===== src/rtl/prio_irq_arbiter.sv =====
module prio_irq_arbiter #(
  parameter int NUM_BANKS = 3,
  parameter int PRIO_W    = 6
) (
  input  logic                                  clk,
  input  logic                                  rst_n,
  input  logic                                  class_sel,
  input  logic                                  eval,
  input  logic [NUM_BANKS*32-1:0]               pend_i,
  input  logic [NUM_BANKS*32-1:0]               mask_i,
  input  logic [NUM_BANKS*32-1:0]               fast_i,
  input  logic [NUM_BANKS*32*PRIO_W-1:0]        prio_i,
  output logic [$clog2(NUM_BANKS*32)-1:0]       win_o,
  output logic                                  win_vld_o
);
  localparam int LINES = NUM_BANKS * 32;
  localparam int IDX_W = $clog2(LINES);

  logic [LINES-1:0]  cand;
  logic [PRIO_W-1:0] best_p;
  logic [IDX_W-1:0]  best_i;
  logic              any_c;

  assign cand = pend_i & ~mask_i & (class_sel ? fast_i : ~fast_i);

  always_comb begin
    best_p = '1;
    best_i = '0;
    any_c  = 1'b0;
    for (int i = 0; i < LINES; i++) begin
      if (cand[i] && (prio_i[i*PRIO_W +: PRIO_W] <= best_p)) begin
        best_p = prio_i[i*PRIO_W +: PRIO_W];
        best_i = IDX_W'(i);
        any_c  = 1'b1;
      end
    end
  end

  always_ff @(posedge clk) begin
    if (!rst_n) begin
      win_o     <= '0;
      win_vld_o <= 1'b0;
    end else if (eval) begin
      win_o     <= best_i;
      win_vld_o <= any_c;
    end
  end

  p_hold_r6: assert property (@(posedge clk) disable iff (!rst_n)
    !eval |=> ($stable(win_o) && $stable(win_vld_o)));

  p_valid_r7: assert property (@(posedge clk) disable iff (!rst_n)
    eval |=> (win_vld_o == $past(|cand)));

  p_idle_zero_r5: assert property (@(posedge clk) disable iff (!rst_n)
    !win_vld_o |-> (win_o == '0));

  p_qualified_r1: assert property (@(posedge clk) disable iff (!rst_n)
    (eval && (|cand)) |=> ((($past(cand) >> win_o) & LINES'(1)) != '0));
endmodule


===== config.mk =====
export PLATFORM = sky130hd
export DESIGN_NAME = prio_irq_arbiter
export DESIGN_NICKNAME = d
export VERILOG_FILES = /design/src/rtl/prio_irq_arbiter.sv
export SDC_FILE = /design/constraint.sdc
export NUM_CORES = 1
export LEC_CHECK = 0
export BUFFER_PORTS_ARGS = -buffer_cell sky130_fd_sc_hd__buf_2
export CAP_MARGIN = 10
export CORE_AREA = 10 10 334 336
export DETAILED_ROUTE_END_ITERATION = 7
export DIE_AREA = 0 0 344 346
export PLACE_DENSITY = 0.62
export SYNTH_ARGS = -nofsm -noshare
export SYNTH_HDL_FRONTEND = slang
export SYNTH_SLANG_ARGS = --single-unit

===== constraint.sdc =====
create_clock -name clk -period 267.2 [get_ports clk]
set_clock_uncertainty 0.2 [all_clocks]
set_input_delay 26.72 -clock clk [delete_from_list [all_inputs] [get_ports clk]]
set_output_delay 26.72 -clock clk [all_outputs]
set_load 0.02 [all_outputs]

Word level (Yosys, flattened, before mapping). Cells that the tools add are included.

Word-level logic and storage cells: 485. Output and inout port bits: 8. Input port bits: 868. Register bits: 8.

Bitwise gates (word level): 4. Muxes and demuxes: 287. Order comparisons: 96. Reduce and logical (&&, ||, !) cells: 96.

Operators by type and width (count): two-way mux 7 bit (94); less-or-equal comparator 6 bit (95); two-way mux 6 bit (95); AND 96 bit (2); inverter 96 bit (2); two-way mux 1 bit (97); logical AND 1 bit (96); two-way mux 96 bit (1); less-or-equal comparator 6 bit (second input constant) (1).

Logic depth before layout (Yosys ltp).
Depth after elaboration: 290. Mapped depth: 1030. Gate-level depth less buffers: 956.

Worst setup path before layout. Ideal clock, no wire load.

Path kind: input to register. From: input class_sel. To: register win_o[6]. Required time: 266.881 ns. Library setup time: 0.119 ns. Path buffers: 76. Arrival time: 197.170 ns. Cell stages on the path: 898. Slack: 69.711 ns. Cell sequence: buf_6 -> xnor2_2 -> buf_6 -> nand2_4 -> nor2_1 -> ha_1 -> nor2b_2 -> or3_2 -> a211o_1 -> and2_1 -> o22a_2 -> clkbuf_1 -> a31oi_1 -> inv_1 -> ha_1 -> nand2_1 -> a21oi_1 -> a21oi_1 -> [862 not listed] -> nor4b_1 -> nor2_1 -> a21oi_1 -> o211ai_1 -> ha_1 -> nor2b_1 -> o21a_1 -> o21a_1 -> o21ai_0 -> nand2b_1 -> a21oi_1 -> a31oi_1 -> o21ai_0 -> or2b_2 -> nor3_1 -> and3_2 -> nand2_1 -> o221a_1.

Cells in the longest elaborated chain, start to end: 289. Elaborated cells on any way between the ends: 381. Those cells by class: order compare: 95; mux: 189; bitwise: 1; reduce/logical: 96.

RTL lines: start, declared (line 7) `input logic class_sel,`; two-way mux 96 bit (*) (line 24) `assign cand = pend_i & ~mask_i & (class_sel ? fast_i : ~fast_i);`; AND 96 bit (*) (line 24); logical AND 1 bit (line 31) `if (cand[i] && (prio_i[i*PRIO_W +: PRIO_W] <= best_p)) begin`; two-way mux 6 bit (line 31); less-or-equal comparator 6 bit (line 31); logical AND 1 bit (line 31); two-way mux 6 bit (line 31); less-or-equal comparator 6 bit (line 31); [273 not listed]; logical AND 1 bit (line 31); two-way mux 6 bit (line 31); less-or-equal comparator 6 bit (line 31); logical AND 1 bit (line 31); two-way mux 6 bit (line 31); less-or-equal comparator 6 bit (line 31); logical AND 1 bit (line 31); two-way mux 7 bit (*) (line 31); end signal, assigned (line 44) `win_o <= best_i;`; end, declared (line 13) `output logic [$clog2(NUM_BANKS*32)-1:0] win_o,`.

Every way passes the cells marked *; elsewhere a longest branch is shown, timed or not. A chain may end at the register's enable or synchronous reset.

==> metrics.yaml <==
status: "finished clean"
final_area_um2: 45500
worst_hold_slack_ns: 0.286
wire_per_inst_um: 22.0
path_buf_inv: 36
max_freq_mhz: 4.45
rsz0062_at_grt: "false"
crit_slowest_cell: "o31a_1"
cts.sinks: 8
cts_buffers: 3
nNetsFinal: 7589
worst_slew_pin_slew_ns: 1.28
required_ns: 267.09
clkLatencyLatePin_ns: 0.23
critPathCaptureType: "register"
cp_max_fo: 26
drc: 0
port_buffers: 875
dpl.hpwl_mm: 151
yosys_warnings: 0
start_kind: "primary input"
relSlewSlack: 0.148
root_buffer: "clkbuf_16"
viasPerCell: 6.00
drive_above_1_share: 0.287
cts_setup_buffers: 0
grt_pass1_vias: 44700
hold_viol_final: 0
clk_pin_slew_worst_paths_ns: 0.03
dieArea_um2: 119000
critical_path.max_stage_delay_ns: 0.88
async_flop_share: 0
grt_overflow: 0
drt_iter0_drc: 3931
holdBufCountCts: 0
die_w_um: 344
ys_ff_latch: 8
worst_ep_arrival_time_ns: 224.42
totalWireLength_mm: 172
place.gp.congestion: 0.987
finalSetupViolations: 0
syn-instance-count: 5676
finalCritPeriodShare: 0.840
maxCapViolCount: 0
start_util: 0.397
grt_use_total: 0.268
rows: 119
grt_antenna_before_repair: 101
mappedNetlistArea_um2: 41700
synth_edf_count: 0
path_common_cell: "ha_1"
hp-class: "reg -> reg"
vias: 46700
yosysSeqAreaShare: 0.00384
core_area_um2: 105000
io_pins: 876
cts_resized: 0
syn_nets: 6923
syn_area_per_cell_um2: 7.34
h-tree-depth: 1
crit_type: "in -> reg"
grt_max_degree: 43
dr.pass1.iters: 6
synth.distinct_cells: 215
cp_top_family: "compound AO/OA/AOI/OAI gates"
setup_tns_ns: 0
dieHeight_um: 346
antenna_left: 0
cts_tree: "done"
grt_first_pass_wirelength_mm: 260
slew_violations: 0
placed_area_um2: 45300
final.min_clock_period_ns: 224.53
area_growth_pct: 9.29
ff2ff_setup_slack_ns: 266.11
synth_top_flop_cell: "dfxtp_1"
clk_path_buf_depth: 2
-- area by class of cell --
| type | count | area, um^2 |
|---|---|---|
| multi-input cells | 4984 | 37200 |
| flip-flops and latches | 8 | 160 |
| diodes | 59 | 148 |
| fillers | 11100 | 59300 |
| inverters | 463 | 1740 |
| well taps | 1391 | 1740 |
| clock buffers | 3 | 75.1 |
| repair buffers | 882 | 4450 |
-- cell families (layout without fill, tap and decap cells) --
kind of cell,Yosys count,count (layout),share of synthesized area
AO/OA/AOI/OAI,1832,1832,0.347
XOR/XNOR,283,283,0.0605
adder cells (fa/ha/maj),414,414,0.122
buffers and inverters,684,1348,0.103
flip-flops,8,8,0.00384
multiplexers,237,237,0.0669
other,0,59,0
AND/OR/NAND/NOR,2218,2218,0.297
-- per-layer routing --
| layer | track usage | wire, um | part of all wire |
|---|---|---|---|
| met3 | 0.0603 | 14900 | 0.087 |
| met1 | 0.336 | 71300 | 0.42 |
| met4 | 0.0776 | 4930 | 0.029 |
| met2 | 0.451 | 79900 | 0.47 |
| met5 | 0 | 562 | 0.0033 |
-- cells in the mapped netlist, drive strengths merged (27+ instances only) --
cell type,instances,area [um^2]
or2,66,425
a21oi,342,1950
o311ai,34,330
o21a,57,490
or2b,55,458
and3,80,616
o21ai,448,2350
clkbuf,89,1100
buf,113,1170
o31ai,52,526
a211oi,92,838
o211a,39,405
maj3,35,357
a31oi,82,689
o31a,27,262
o221ai,28,295
mux2i,147,1670
o211ai,114,990
nand2,634,2440
xor2,112,1000
nor4,50,423
a21o,75,614
inv,462,1730
a211o,34,312
or4,28,253
or3,44,344
nor2,478,1920
nor2b,33,209
nand4,81,544
nor3,138,800
mux2,90,1110
nand3,172,896
xnor2,171,1520
and2b,56,478
nand3b,45,363
nor3b,77,604
and2,63,459
ha,379,4740
-- metrics by stage --
stage / util / std cells / worst slack [ns]
final: 0.434 / 7790 / 42.67
after global routing: 0.434 / 7767 / 26.51
after detailed placement: 0.432 / 7728 / 45.18
after CTS: 0.433 / 7731 / 44.81
after floorplan: - / 5676 / 69.71
after global placement: 0.432 / 7728 / 48.22
-- flip-flops by register name, indices dropped and copies added (netlist names) --
name	count
win_o	7
win_vld_o	1
-- path summary, 6_finish.rpt --
check                                      startpoint                    end  cells past startpoint
worst max-delay path                        class_sel  win_o[3]$_SDFFE_PN0P_                   1142
worst min-delay path            win_o[5]$_SDFFE_PN0P_  win_o[5]$_SDFFE_PN0P_                      2
worst max register to register  win_o[1]$_SDFFE_PN0P_  win_o[1]$_SDFFE_PN0P_                      3
worst min register to register  win_o[5]$_SDFFE_PN0P_  win_o[5]$_SDFFE_PN0P_                      2
-- layout by cell type (no fill, tap or decap), types with 48 or more instances in the layout --
| cell type | n |
|---|---|
| a21oi_1 | 296 |
| buf_2 | 874 |
| nor2_1 | 449 |
| xor2_1 | 111 |
| nor3b_1 | 73 |
| inv_1 | 462 |
| mux2i_1 | 121 |
| a31oi_1 | 65 |
| diode_2 | 59 |
| xnor2_1 | 168 |
| a211oi_1 | 67 |
| mux2_2 | 53 |
| nand4_1 | 75 |
| nor3_1 | 120 |
| o21ai_0 | 393 |
| o211ai_1 | 89 |
| nand3_1 | 165 |
| ha_1 | 379 |
| nand2_1 | 619 |
| and3_2 | 48 |
-- worst min-delay path, stage by stage, from the launching register on --
cell and delay (ns):
dfxtp_1 0.30, nand3b_1 0.08, o31ai_1 0.06
Power is not shown: default switching activity piles up to over one toggle a cycle in this logic, so the estimate is an artifact.
